## config.mk

```make
export PLATFORM = sky130hd
export DESIGN_NAME = eoi_storm_ctrl
export DESIGN_NICKNAME = d
export VERILOG_FILES = /design/src/rtl/eoi_storm_pkg.sv /design/src/rtl/eoi_storm_counters.sv /design/src/rtl/eoi_sweep_timer.sv /design/src/rtl/eoi_pin_scanner.sv /design/src/rtl/eoi_storm_ctrl.sv
export SDC_FILE = /design/constraint.sdc
export NUM_CORES = 1
export LEC_CHECK = 0
export ABC_AREA = 1
export BUFFER_PORTS_ARGS = -buffer_cell sky130_fd_sc_hd__buf_2
export CORE_ASPECT_RATIO = 0.5
export CORE_UTILIZATION = 50
export CTS_BUF_LIST = sky130_fd_sc_hd__clkbuf_4 sky130_fd_sc_hd__clkbuf_8
export DETAILED_ROUTE_END_ITERATION = 7
export GPL_TIMING_DRIVEN = 0
export PLACE_DENSITY = 0.7
export SYNTH_ARGS = -nofsm -noshare
export SYNTH_HDL_FRONTEND = slang
export SYNTH_HIERARCHICAL = 1
export SYNTH_SLANG_ARGS = --single-unit
```

## constraint.sdc

```tcl
create_clock -name clk -period 6.7 [get_ports clk]
set_clock_uncertainty 0.15 [all_clocks]
set_input_delay 1.34 -clock clk [delete_from_list [all_inputs] [get_ports clk]]
set_output_delay 1.34 -clock clk [all_outputs]
set_load 0.02 [all_outputs]
```

## src/rtl/eoi_storm_pkg.sv

```systemverilog
package eoi_storm_pkg;

    typedef enum logic [1:0] {
        SCAN_IDLE  = 2'd0,
        SCAN_EOI   = 2'd1,
        SCAN_SWEEP = 2'd2
    } scan_mode_e;

    // Decision for the pin under the scan pointer in the current cycle.
    typedef struct packed {
        logic ack;    // acknowledge strobe
        logic clr;    // clear remote-pending strobe
        logic svc;    // service / redeliver strobe
        logic bump;   // increment successive counter
        logic zero;   // zero successive counter
        logic defer;  // arm the deferred sweep
    } pin_action_t;

    function automatic pin_action_t eoi_action(
        input logic hit,
        input logic msg_level,
        input logic directed,
        input logic masked,
        input logic req,
        input logic at_limit
    );
        pin_action_t a;
        a = '0;
        if (hit) begin
            a.ack = 1'b1;
            if (msg_level && !directed) begin
                a.clr = 1'b1;
                if (!masked && req) begin
                    if (at_limit) begin
                        a.zero  = 1'b1;
                        a.defer = 1'b1;
                    end else begin
                        a.bump = 1'b1;
                        a.svc  = 1'b1;
                    end
                end else begin
                    a.zero = 1'b1;
                end
            end
        end
        return a;
    endfunction

    function automatic pin_action_t sweep_action(
        input logic ent_is_level,
        input logic req,
        input logic remote
    );
        pin_action_t a;
        a = '0;
        a.svc = ent_is_level && req && !remote;
        return a;
    endfunction

    function automatic int cycles_for_period(input longint hz, input longint div);
        longint c;
        c = hz / div;
        return (c < 1) ? 1 : int'(c);
    endfunction

endpackage

```

## src/rtl/eoi_storm_counters.sv

```systemverilog
module eoi_storm_counters #(
    parameter int NPINS = 24,
    parameter int LIMIT = 10000,
    parameter int PIN_W = 5
) (
    input  logic             clk,
    input  logic             rst,
    input  logic [PIN_W-1:0] sel,
    input  logic             bump,
    input  logic             zero,
    output logic             at_limit
);
    localparam int CW = $clog2(LIMIT + 1);

    logic [CW-1:0] cnt [NPINS];

    generate
        for (genvar g = 0; g < NPINS; g++) begin : g_cnt
            always_ff @(posedge clk) begin
                if (rst) begin
                    cnt[g] <= '0;
                end else if (sel == PIN_W'(g)) begin
                    if (zero) begin
                        cnt[g] <= '0;
                    end else if (bump) begin
                        cnt[g] <= cnt[g] + CW'(1);
                    end
                end
            end

            // A counter is zeroed in place of reaching the threshold.
            assert_cnt_below_limit_R5: assert property (@(posedge clk) disable iff (rst)
                cnt[g] < CW'(LIMIT));
        end
    endgenerate

    always_comb begin
        at_limit = 1'b0;
        if (int'(sel) < NPINS) begin
            at_limit = (cnt[sel] == CW'(LIMIT - 1));
        end
    end

endmodule

```

## src/rtl/eoi_sweep_timer.sv

```systemverilog
module eoi_sweep_timer #(
    parameter int DELAY = 1250000
) (
    input  logic clk,
    input  logic rst,
    input  logic arm,
    input  logic take,
    output logic due
);
    localparam int TW = $clog2(DELAY + 1);

    logic          pending_q;
    logic [TW-1:0] cnt_q;

    always_ff @(posedge clk) begin
        if (rst) begin
            pending_q <= 1'b0;
            cnt_q     <= '0;
            due       <= 1'b0;
        end else begin
            if (take) begin
                due <= 1'b0;
            end
            if (pending_q) begin
                if (cnt_q == '0) begin
                    pending_q <= 1'b0;
                    due       <= 1'b1;
                end else begin
                    cnt_q <= cnt_q - TW'(1);
                end
            end else if (arm) begin
                pending_q <= 1'b1;
                cnt_q     <= TW'(DELAY - 1);
            end
        end
    end

    // A second arm while pending must not reload the countdown.
    assert_no_restart_R8: assert property (@(posedge clk) disable iff (rst)
        (pending_q && $past(pending_q)) |-> (cnt_q == TW'($past(cnt_q) - TW'(1))));

    assert_due_after_count_R5: assert property (@(posedge clk) disable iff (rst)
        $rose(due) |-> $past(pending_q));

endmodule

```

## src/rtl/eoi_pin_scanner.sv

```systemverilog
module eoi_pin_scanner
    import eoi_storm_pkg::*;
#(
    parameter int NPINS = 24,
    parameter int VEC_W = 8,
    parameter int PIN_W = 5
) (
    input  logic                   clk,
    input  logic                   rst,
    input  logic                   eoi_valid,
    input  logic [VEC_W-1:0]       eoi_vector,
    input  logic                   eoi_level,
    input  logic                   directed_eoi,
    input  logic [NPINS*VEC_W-1:0] ent_vector,
    input  logic [NPINS-1:0]       ent_level,
    input  logic [NPINS-1:0]       ent_mask,
    input  logic [NPINS-1:0]       ent_remote,
    input  logic [NPINS-1:0]       line_req,
    input  logic                   at_limit,
    input  logic                   sweep_due,
    output logic [PIN_W-1:0]       sel,
    output logic                   cnt_bump,
    output logic                   cnt_zero,
    output logic                   timer_arm,
    output logic                   sweep_take,
    output logic                   busy,
    output logic                   ack_valid,
    output logic [PIN_W-1:0]       ack_pin,
    output logic                   clr_valid,
    output logic [PIN_W-1:0]       clr_pin,
    output logic                   svc_valid,
    output logic [PIN_W-1:0]       svc_pin
);
    scan_mode_e       mode_q;
    logic [PIN_W-1:0] idx_q;
    logic [VEC_W-1:0] vec_q;
    logic             lvl_q;
    logic             dir_q;
    logic [VEC_W-1:0] cur_vec;
    logic             last_pin;
    pin_action_t      act;

    assign cur_vec  = ent_vector[int'(idx_q)*VEC_W +: VEC_W];
    assign last_pin = (idx_q == PIN_W'(NPINS - 1));
    assign sel      = idx_q;
    assign busy     = (mode_q != SCAN_IDLE);

    always_comb begin
        unique case (mode_q)
            SCAN_EOI:   act = eoi_action(cur_vec == vec_q, lvl_q, dir_q,
                                         ent_mask[idx_q], line_req[idx_q], at_limit);
            SCAN_SWEEP: act = sweep_action(ent_level[idx_q], line_req[idx_q],
                                           ent_remote[idx_q]);
            default:    act = '0;
        endcase
    end

    assign cnt_bump   = act.bump;
    assign cnt_zero   = act.zero;
    assign timer_arm  = act.defer;
    assign sweep_take = (mode_q == SCAN_IDLE) && !eoi_valid && sweep_due;

    always_ff @(posedge clk) begin
        if (rst) begin
            mode_q    <= SCAN_IDLE;
            idx_q     <= '0;
            vec_q     <= '0;
            lvl_q     <= 1'b0;
            dir_q     <= 1'b0;
            ack_valid <= 1'b0;
            ack_pin   <= '0;
            clr_valid <= 1'b0;
            clr_pin   <= '0;
            svc_valid <= 1'b0;
            svc_pin   <= '0;
        end else begin
            ack_valid <= act.ack;
            ack_pin   <= idx_q;
            clr_valid <= act.clr;
            clr_pin   <= idx_q;
            svc_valid <= act.svc;
            svc_pin   <= idx_q;
            if (mode_q == SCAN_IDLE) begin
                idx_q <= '0;
                if (eoi_valid) begin
                    mode_q <= SCAN_EOI;
                    vec_q  <= eoi_vector;
                    lvl_q  <= eoi_level;
                    dir_q  <= directed_eoi;
                end else if (sweep_due) begin
                    mode_q <= SCAN_SWEEP;
                end
            end else if (last_pin) begin
                mode_q <= SCAN_IDLE;
                idx_q  <= '0;
            end else begin
                idx_q <= idx_q + PIN_W'(1);
            end
        end
    end

    assert_svc_inside_scan_R9: assert property (@(posedge clk) disable iff (rst)
        svc_valid |-> $past(busy));

    assert_ack_ascending_R9: assert property (@(posedge clk) disable iff (rst)
        (ack_valid && $past(ack_valid)) |-> (ack_pin > $past(ack_pin)));

    assert_clr_with_ack_R3: assert property (@(posedge clk) disable iff (rst)
        clr_valid |-> (ack_valid && (clr_pin == ack_pin)));

    assert_sweep_silent_R7: assert property (@(posedge clk) disable iff (rst)
        ($past(mode_q) == SCAN_SWEEP) |-> !ack_valid && !clr_valid);

endmodule

```

## src/rtl/eoi_storm_ctrl.sv

```systemverilog
module eoi_storm_ctrl
    import eoi_storm_pkg::*;
#(
    parameter int NPINS       = 24,
    parameter int VEC_W       = 8,
    parameter int STORM_LIMIT = 10000,
    parameter int CLK_HZ      = 125000000,
    parameter int SWEEP_DIV   = 100,
    localparam int PIN_W      = (NPINS > 1) ? $clog2(NPINS) : 1
) (
    input  logic                   clk,
    input  logic                   rst,
    input  logic                   eoi_valid,
    input  logic [VEC_W-1:0]       eoi_vector,
    input  logic                   eoi_level,
    input  logic                   directed_eoi,
    input  logic [NPINS*VEC_W-1:0] ent_vector,
    input  logic [NPINS-1:0]       ent_level,
    input  logic [NPINS-1:0]       ent_mask,
    input  logic [NPINS-1:0]       ent_remote,
    input  logic [NPINS-1:0]       line_req,
    output logic                   busy,
    output logic                   ack_valid,
    output logic [PIN_W-1:0]       ack_pin,
    output logic                   clr_valid,
    output logic [PIN_W-1:0]       clr_pin,
    output logic                   svc_valid,
    output logic [PIN_W-1:0]       svc_pin
);
    localparam int DELAY_CYC = cycles_for_period(longint'(CLK_HZ), longint'(SWEEP_DIV));

    logic [PIN_W-1:0] sel;
    logic             cnt_bump;
    logic             cnt_zero;
    logic             at_limit;
    logic             timer_arm;
    logic             sweep_take;
    logic             sweep_due;

    eoi_pin_scanner #(
        .NPINS (NPINS),
        .VEC_W (VEC_W),
        .PIN_W (PIN_W)
    ) u_scan (
        .clk          (clk),
        .rst          (rst),
        .eoi_valid    (eoi_valid),
        .eoi_vector   (eoi_vector),
        .eoi_level    (eoi_level),
        .directed_eoi (directed_eoi),
        .ent_vector   (ent_vector),
        .ent_level    (ent_level),
        .ent_mask     (ent_mask),
        .ent_remote   (ent_remote),
        .line_req     (line_req),
        .at_limit     (at_limit),
        .sweep_due    (sweep_due),
        .sel          (sel),
        .cnt_bump     (cnt_bump),
        .cnt_zero     (cnt_zero),
        .timer_arm    (timer_arm),
        .sweep_take   (sweep_take),
        .busy         (busy),
        .ack_valid    (ack_valid),
        .ack_pin      (ack_pin),
        .clr_valid    (clr_valid),
        .clr_pin      (clr_pin),
        .svc_valid    (svc_valid),
        .svc_pin      (svc_pin)
    );

    eoi_storm_counters #(
        .NPINS (NPINS),
        .LIMIT (STORM_LIMIT),
        .PIN_W (PIN_W)
    ) u_cnt (
        .clk      (clk),
        .rst      (rst),
        .sel      (sel),
        .bump     (cnt_bump),
        .zero     (cnt_zero),
        .at_limit (at_limit)
    );

    eoi_sweep_timer #(
        .DELAY (DELAY_CYC)
    ) u_tmr (
        .clk  (clk),
        .rst  (rst),
        .arm  (timer_arm),
        .take (sweep_take),
        .due  (sweep_due)
    );

endmodule

```

## Yosys cells after proc, flatten, opt, wreduce, memory -nomap -nowiden

Memories as Yosys holds them, arrays and structs flattened. A register that Yosys moved wholly into a read port is not among the register bits.
Index checks and enable logic that the tools add are counted.

- Logic and storage cells: 367
- RAM bits: 336
- Flip-flop bits (word level): 48
- Output and inout bits: 19
- Input bits: 301
- Memories kept: 1

Memories:

| name | words | width | rd ports | clocked after Yosys merged registers in | write ports | RTL line | source |
|---|---|---|---|---|---|---|---|
| u_cnt.cnt | 24 | 14 | 25 | 1 | 24 | eoi_storm_counters.sv:15 | `logic [CW-1:0] cnt [NPINS];` |

- Shifts and indexed selects: 1
- Add/subtract/negate cells: 26
- Mux-type cells: 228
- Equality and inequality tests: 29
- Bitwise operators: 48
- Reduce and logical (&&, ||, !) cells: 20
- Order comparisons: 2

Operators by type and width:

| operator | number |
|---|---|
| $mux W14 | 48 |
| $add A14 B1 Y14 const B | 24 |
| $shiftx A192 B9 Y8 | 1 |
| $mux W1 | 162 |
| $mux W21 | 3 |
| $or A1 B1 Y1 | 48 |
| $eq A5 B4 Y1 const B | 8 |
| $eq A5 B5 Y1 const B | 8 |
| $logic_not A21 Y1 | 1 |
| $sub A21 B1 Y21 const B | 1 |
| $bmux W1 S5 | 4 |
| $eq A5 B3 Y1 const B | 4 |
| $eq A14 B14 Y1 const B | 1 |
| $mux W2 | 7 |
| $pmux W6 S2 | 1 |
| $eq A5 B2 Y1 const B | 2 |
| $mux W5 | 2 |
| $eq A8 B8 Y1 | 1 |
| $logic_and A1 B1 Y1 | 6 |
| $lt A5 B6 Y1 const B | 1 |
| $mux W6 | 1 |
| $reduce_and A2 Y1 | 3 |
| $reduce_bool A2 Y1 | 3 |
| $add A5 B1 Y5 const B | 1 |
| other kinds (10) | 13 |

## Longest topological paths before layout

Gate-level depths: netlist of run 1.

- Depth in word-level cells: 14
- Depth in mapped cells: 28
- Mapped depth without buffers: 25

## Hierarchy

Netlist of run 1, hierarchy kept.

By module, submodules not included:

| module | area each (µm²) | times used | cells an instance | sequential area each (µm²) |
|---|---|---|---|---|
| eoi_storm_counters | 20313.2 | 1 | 2573 | 10089.7 |
| eoi_pin_scanner | 4214.0 | 1 | 840 | 500.5 |
| eoi_sweep_timer | 1450.1 | 1 | 227 | 460.4 |

## Least setup slack after synthesis of run 1

OpenSTA, ideal clock, no wires.

- Path type: input-to-reg
- From: input port ent_vector[47]
- To: memory u_cnt/cnt[0][0] in the netlist's numbering, enable pin
- Cell stages on the path: 18
- Library setup time: 404 ps
- Data arrival time: 3777 ps
- Path buffers: 1
- Slack: 2368 ps
- Data required time: 6146 ps
- Cells stage by stage: inv_1 nand2_1 nand3_1 nand2_1 nand2_1 nand2_1 o21ai_0 nand2_1 nand2_1 nand2_1 inv_1 nand2_1 nor2_1 nand4_1 nor2_1 nor2_1 clkbuf_1 o21ai_0

RTL lines:

| item | RTL line | source |
|---|---|---|
| start, declared | eoi_storm_ctrl.sv:17 | `input logic [NPINS*VEC_W-1:0] ent_vector,` |
| end, declared | eoi_storm_counters.sv:15 |  |

==> metrics.csv, run 1 <==
metric,value,unit
Max Slew Vio Count,0,
vias per cell,5.52,
Layout Utilization,59.0,%
Final nets,4374,
Critical Path AT,6330,ps
area occupied by registers,0.0111,mm^2
Ys Warns,6,
Post-synth EDFFs,336,
Die Span Y,163,um
CP top delay family,buffers and inverters,
FP Rows,58,
Design Power,5770,uW
cts bufs inserted,58,
placed cells,4673,
worst rel slew slack,27.7,%
"Critical Path, Cell by Cell",buf_4 > nand2_2 > inv_2 > buf_2 > o21ai_0 > nand4_1 > nand2_1 > nand2_1 > nor2_1 > nand2_1 > nor2_1 > nor2_1 > nor2_1 > inv_1 > nand3_1 > inv_1 > nor2_1 > nor2_1 > clkbuf_1 > o21ai_1 > buf_6,
startpoint types,flip-flop,
RSZ-0062 raised after global routing,false,
Die ar.,0.0529,mm^2
port bufs,319,
Synth cell types,57,
RR Endpoint,u_cnt/cnt[18][1],
post-synth net total,3971,
final wirelength,88.7,mm
Synth Register Bits,384,
clk sinks,384,
Worst path depth,21,
"Primary FF master, synth",edfxtp_1,
non-filler cells in the finished layout,4787,
VDD IR max,0.117,mV
end of the critical path,u_cnt/cnt[18][1],
sequential share of the synthesized area,42.5,%
core footprint,0.0507,mm^2
Reg2Reg Depth,21,
Post-Syn Area,0.0260,mm^2
share of cells above drive strength 1,15.8,%
# Max-Cap Violations,0,
"Data required, critical path",6960,ps
Antenna Nets Post-Route,0,
CTS tree,yes,
Final HPWL DP,68.7,mm
final hold vios,0,
Initial Util,51.2,%
reg-to-reg startpoint,u_scan/sel[1],
fmax,0.165,GHz
Fin Hold WS,306,ps
gr ovfl total,0,
most instantiated cells after synthesis,"nand2_1 (933), nor2_1 (571), inv_1 (451)",
Syn Inst Count,3640,
cts hold-fix bufs,0,
CP max FO,10,
most frequent cell after synthesis,nand2_1,
postcts setup bufs,0,
Worst path max stage delay,830,ps
asr flop ratio synth,0,%
Worst Setup SP,u_scan/sel[1],
initial antenna violation count,5,
number of top-level pins,320,
largest net degree at the start of global routing,15,
worst hold-check path type,reg2reg,
outcome,"finished, final reports clean",
CTS root buf,clkbuf_8,
CP Buf/Inv Count,7,
first-pass GRT wire length,135,mm
Layout area overhead,15.3,%
Worst R2R Setup Slack,630,ps
final worst-path cycle share,90.6,%
nature of the critical path endpoint,flip-flop,
Synth top area share,38.8,%
routed vias,26400,
slowest CP cell,nor2_1,
most frequent CP cell,nor2_1,
First-pass DRT Iterations,6,
Mapped Avg Cell Area,7.14,um^2
setup TNS,0,ps
fin crit period,6070,ps
Post-CTS Resized,0,
CTS max path bufs,3,
H-tree levels,2,
Least-Margin Pin Slew,1080,ps
GPL Wtd Cong,1.02,
DR iter-0 viols,2918,
Total GRT Usage,32.9,%
Final setup viols,0,
Synth area leader,edfxtp_1,
DRC,0,
P_leak,0.0132,uW
largest cells by area after synthesis,"edfxtp_1 (39%), nand2_1 (13%), nor2_1 (8.3%)",
Setup CP Type,reg2reg,
DIE WIDTH,324,um
clk_lat worst skew,690,ps
WL/cell,18.5,um
PD cells,193,mW/mm^2
Clock transition at path regs,70,ps
vias in the first global route,24700,
area of the multi-input gates,0.0124,mm^2
fill cell total of the finished layout,4889,
-- power by group --
part	internal [uW]	leakage, uW	total (uW)	switching (uW)
clock	1110	0.000656	2090	979
sequential	2690	0.00378	2770	87.9
combinational	299	0.00875	905	606
total	4100	0.0132	5770	1670
-- flip-flops by register name (all words and copies together) (netlist names) --
register / count
u_scan/clr_valid: 1
u_scan/ack_valid: 1
u_cnt/cnt: 336
u_scan/sel: 5
u_scan/vec_q: 8
u_scan/lvl_q: 1
u_tmr/due: 1
u_scan/dir_q: 1
u_scan/mode_q: 2
u_scan/svc_valid: 1
u_tmr/cnt_q: 21
u_tmr/pending_q: 1
u_scan/svc_pin: 5
-- per-layer routing --
metal | routed length, um | global-route usage [%]
met1 | 37600 | 44.9
met4 | 3040 | 12.3
met5 | 0 | 0
met2 | 40000 | 53.0
met3 | 8160 | 4.99
-- cell type report --
type	instances	share of cell area (%)
Buffer	126	2.64
Tap cell	690	2.88
Multi-Input combinational cell	2654	41.3
Clock inverter	18	0.443
Clock buffer	91	3.66
Timing Repair Buffer	343	6.18
Antenna cell	5	0.0418
Inverter	476	6.00
Sequential cell	384	36.9
-- cells by family after synthesis --
logic type,count (synthesis),share of synthesized area (%)
compound gates,649,13.5
xor+xnor,25,0.843
fa+ha+maj,30,1.44
buf+inv,602,9.95
flops,384,42.5
simple gates,1950,31.7
-- worst register-to-register path, stage by stage, from the launching register on --
cell	delay [ps]
dfxtp_1	460
buf_4	280
nand2_2	210
inv_2	210
buf_2	460
o21ai_0	350
nand4_1	230
nand2_1	110
nand2_1	80
nor2_1	40
nand2_1	50
nor2_1	60
nor2_1	200
nor2_1	170
inv_1	90
nand3_1	120
inv_1	80
nor2_1	70
nor2_1	830
clkbuf_1	770
o21ai_1	500
buf_6	290
-- worst min-delay path by stage --
| stage | endpoint | cells after the start | slack, ps | start |
|---|---|---|---|---|
| after CTS | u_scan/dir_q | 2 | 310 | u_scan/dir_q |
| final | u_scan/dir_q | 2 | 310 | u_scan/dir_q |
| after global placement | u_scan/dir_q | 2 | 290 | u_scan/dir_q |
| after floorplan | u_scan/dir_q | 2 | 280 | u_scan/dir_q |
| after global routing | u_scan/dir_q | 2 | 330 | u_scan/dir_q |
| after detailed placement | u_scan/dir_q | 2 | 300 | u_scan/dir_q |
-- cell usage in the layout (no fill, tap or decap), types with 35 or more instances in the layout --
| cell type | synthesis | layout |
|---|---|---|
| a21oi_1 | 223 | 223 |
| buf_2 | 51 | 370 |
| buf_4 | 34 | 38 |
| buf_6 | 15 | 35 |
| clkbuf_8 | 0 | 66 |
| dfxtp_1 | 48 | 48 |
| edfxtp_1 | 336 | 336 |
| inv_1 | 451 | 451 |
| nand2_1 | 933 | 933 |
| nand3_1 | 200 | 200 |
| nand4_1 | 57 | 57 |
| nor2_1 | 571 | 571 |
| nor3_1 | 69 | 69 |
| o21ai_0 | 281 | 259 |
| o21ai_1 | 42 | 64 |
-- stage by stage --
stage                     setup slack (ps)  instance area (um^2)
after floorplan                       2370                 26000
after global placement                 555                 28400
after detailed placement              1020                 28700
after CTS                              947                 29900
after global routing                   561                 29900
final                                  629                 29900
(Power assumes the default switching activity.)
==> run 2: changes to the inputs <==
--- a/config.mk
+++ b/config.mk
@@ -6,7 +6,7 @@
 export NUM_CORES = 1
 export LEC_CHECK = 0
 export ABC_AREA = 1
-export BUFFER_PORTS_ARGS = -buffer_cell sky130_fd_sc_hd__buf_2
+export BUFFER_PORTS_ARGS = -buffer_cell sky130_fd_sc_hd__clkbuf_2
 export CORE_ASPECT_RATIO = 0.5
 export CORE_UTILIZATION = 50
 export CTS_BUF_LIST = sky130_fd_sc_hd__clkbuf_4 sky130_fd_sc_hd__clkbuf_8
==> run 2 against run 1 <==
  * Power is 0.77% higher
  * Sequential power about the same
  * Worst hold slack is essentially flat
  * Fmax rose by 0.35%
  * Critical path type unchanged
==> metrics.csv, run 2 (synthesized netlist as in run 1, its figures left out) <==
metric,value,unit,change
outcome,"finished, final reports clean",,
fin crit period,6050,ps,-21.1 ps
Final HPWL DP,68.9,mm,+0.36%
final wirelength,89.3,mm,+0.66%
Biggest register,u_cnt/cnt,,
Critical Path AT,6320,ps,about the same
largest net degree at the start of global routing,15,,unchanged
PD cells,194,mW/mm^2,+0.74%
Least-Margin Pin Slew,1080,ps,+0.0905 ps
final worst-path cycle share,90.3,%,-0.31 points
CP Buf/Inv Count,7,,unchanged
slowest CP cell,nor2_1,,
Net Switching,1700,uW,+1.4%
port bufs,319,,unchanged
Initial Util,51.2,%,unchanged
VDD IR max,0.112,mV,-5.0%
vias per cell,5.52,,about the same
RR Endpoint,u_cnt/cnt[18][6],,
Die Span Y,163,um,unchanged
CTS max path bufs,3,,unchanged
hold depth,2,,unchanged
worst hold-check path type,reg2reg,,
Layout area overhead,15.3,%,about the same
number of top-level pins,320,,unchanged
P_leak,0.0132,uW,+0.36%
Final nets,4374,,unchanged
clk sinks,384,,unchanged
FP Rows,58,,unchanged
M2 GR Usage,53.5,%,+0.50 points
clk_lat worst skew,670,ps,-20 ps
number of flip-flops in the largest register,336,,unchanged
most frequent CP cell,nor2_1,,
Final setup viols,0,,unchanged
Post-CTS Resized,0,,unchanged
startpoint types,flip-flop,,
first-pass GRT wire length,135,mm,about the same
DRC,0,,unchanged
most frequent cells in the layout,"nand2_1 (933), nor2_1 (571), inv_1 (451)",,
CP max FO,10,,unchanged
core footprint,0.0507,mm^2,unchanged
DIE WIDTH,324,um,unchanged
H-tree levels,2,,unchanged
setup TNS,0,ps,unchanged
Sequential Power Share,47.7,%,-0.4 points
cts bufs inserted,58,,unchanged
Fin Hold WS,306,ps,-0.119 ps
area of the multi-input gates,0.0124,mm^2,unchanged
hold_sp,u_scan/dir_q,,
routed vias,26400,,-0.064%
CP top delay family,simple AND/OR/NAND/NOR gates,,
logic gate share of total power,15.6,%,about the same
RSZ-0062 raised after global routing,false,,
fill cell total of the finished layout,4814,,-1.5%
nature of the critical path endpoint,flip-flop,,
Setup CP Type,reg2reg,,
Clock transition at path regs,70,ps,about the same
GPL Wtd Cong,1.00,,-2.0%
reg-to-reg startpoint,u_scan/sel[1],,
Antenna Nets Post-Route,0,,unchanged
GR Util met1,44.6,%,-0.22 points
gr ovfl total,0,,unchanged
postcts setup bufs,0,,unchanged
initial antenna violation count,3,,-2
fmax,0.165,GHz,+0.35%
internal power consumption,4120,uW,+0.50%
"Data required, critical path",6970,ps,about the same
Total GRT Usage,33.1,%,+0.29 points
Worst path depth,21,,unchanged
Worst path max stage delay,820,ps,about the same
share of cells above drive strength 1,15.7,%,-0.16 points
worst rel slew slack,27.7,%,about the same
switch share,29.2,%,+0.19 points
Max Slew Vio Count,0,,unchanged
WL/cell,18.7,um,+0.75%
First-pass DRT Iterations,7,,+1
CTS tree,yes,,
DR iter-0 viols,2695,,-7.6%
final hold vios,0,,unchanged
M3 GR Usage,5.74,%,+0.75 points
# Max-Cap Violations,0,,unchanged
cts hold-fix bufs,0,,unchanged
Reg2Reg Depth,21,,unchanged
vias in the first global route,24500,,-0.47%
biggest regs,"u_cnt/cnt: 336 flops, u_tmr/cnt_q: 21 flops, u_scan/vec_q: 8 flops",,
Worst R2R Setup Slack,650,ps,+20 ps
Die ar.,0.0529,mm^2,unchanged
WHS Endpoint,u_scan/dir_q,,
area occupied by registers,0.0111,mm^2,unchanged
CTS root buf,clkbuf_8,,
"commonest non-fill, non-tap cell in the layout",nand2_1,,
GRT busiest layer,met2,,
"Critical Path, Cell by Cell",buf_4 > nand2_2 > inv_2 > buf_2 > nand2_1 > nand4_1 > nand2_1 > nand2_1 > inv_1 > nand2_1 > nand3_1 > nor2_1 > nor2_1 > nor2_1 > inv_1 > nand3_1 > nor2_1 > nor2_1 > clkbuf_1 > o21ai_1 > buf_6,,
Clock power frac,36.7,%,+0.4 points
==> run 2: stage by stage <==
stage	utilization (%)	setup WS (ps)	std cells	cell area [um^2]	total power (uW)
final	59.0	650	4783	30000	5820
after global placement	56.1	457	4649	28400	3670
after floorplan	-	2370	3640	26000	3310
after CTS	59.0	986	4780	29900	5820
after detailed placement	56.6	1010	4673	28700	3700
after global routing	59.0	471	4782	29900	6040
==> run 2: worst max-delay path by stage <==
| stage | startpoint | endpoint | slack [ps] |
|---|---|---|---|
| final | u_scan/sel[1] | u_cnt/cnt[18][6] | 650 |
| after global routing | u_scan/sel[1] | u_cnt/cnt[18][4] | 470 |
| after CTS | u_scan/sel[1] | u_cnt/cnt[18][7] | 990 |
| after detailed placement | u_scan/sel[1] | u_cnt/cnt[21][13] | 1010 |
| after global placement | u_scan/sel[1] | u_cnt/cnt[20][6] | 460 |
| after floorplan | ent_vector[47] | u_cnt/cnt[0][0] | 2370 |
==> run 2: worst reg2reg max path: stages (launching register included) <==
cell and delay (ps):
dfxtp_1 430, buf_4 270, nand2_2 200, inv_2 210
buf_2 440, nand2_1 140, nand4_1 210, nand2_1 70
nand2_1 60, inv_1 50, nand2_1 50, nand3_1 60
nor2_1 250, nor2_1 80, nor2_1 380, inv_1 80
nand3_1 160, nor2_1 110, nor2_1 820, clkbuf_1 800
o21ai_1 490, buf_6 290
==> run 2: layer usage <==
metal	routed length, um	up-vias
met5	0	-
met4	3470	0
met3	8550	222
met2	39600	1266
met1	37700	12100
li1	-	12800
==> run 2: layout make-up <==
class                           instances  area share [%]
Clock buffer                           82            3.41
Buffer                                126            2.64
Multi-Input combinational cell       2654            41.2
Tap cell                              690            2.88
Inverter                              476            5.99
Sequential cell                       384            36.9
Timing Repair Buffer                  343            6.21
Clock inverter                         25           0.706
Antenna cell                            3          0.0251
==> run 2: power groups by stage <==
stage	sequential, uW	clock [uW]	combinational [uW]
2_1_floorplan	2800	0	518
3_3_place_gp	2820	0	852
3_5_place_dp	2820	0	875
4_1_cts	2770	2170	879
5_1_grt	2780	2270	979
6_report	2770	2140	907
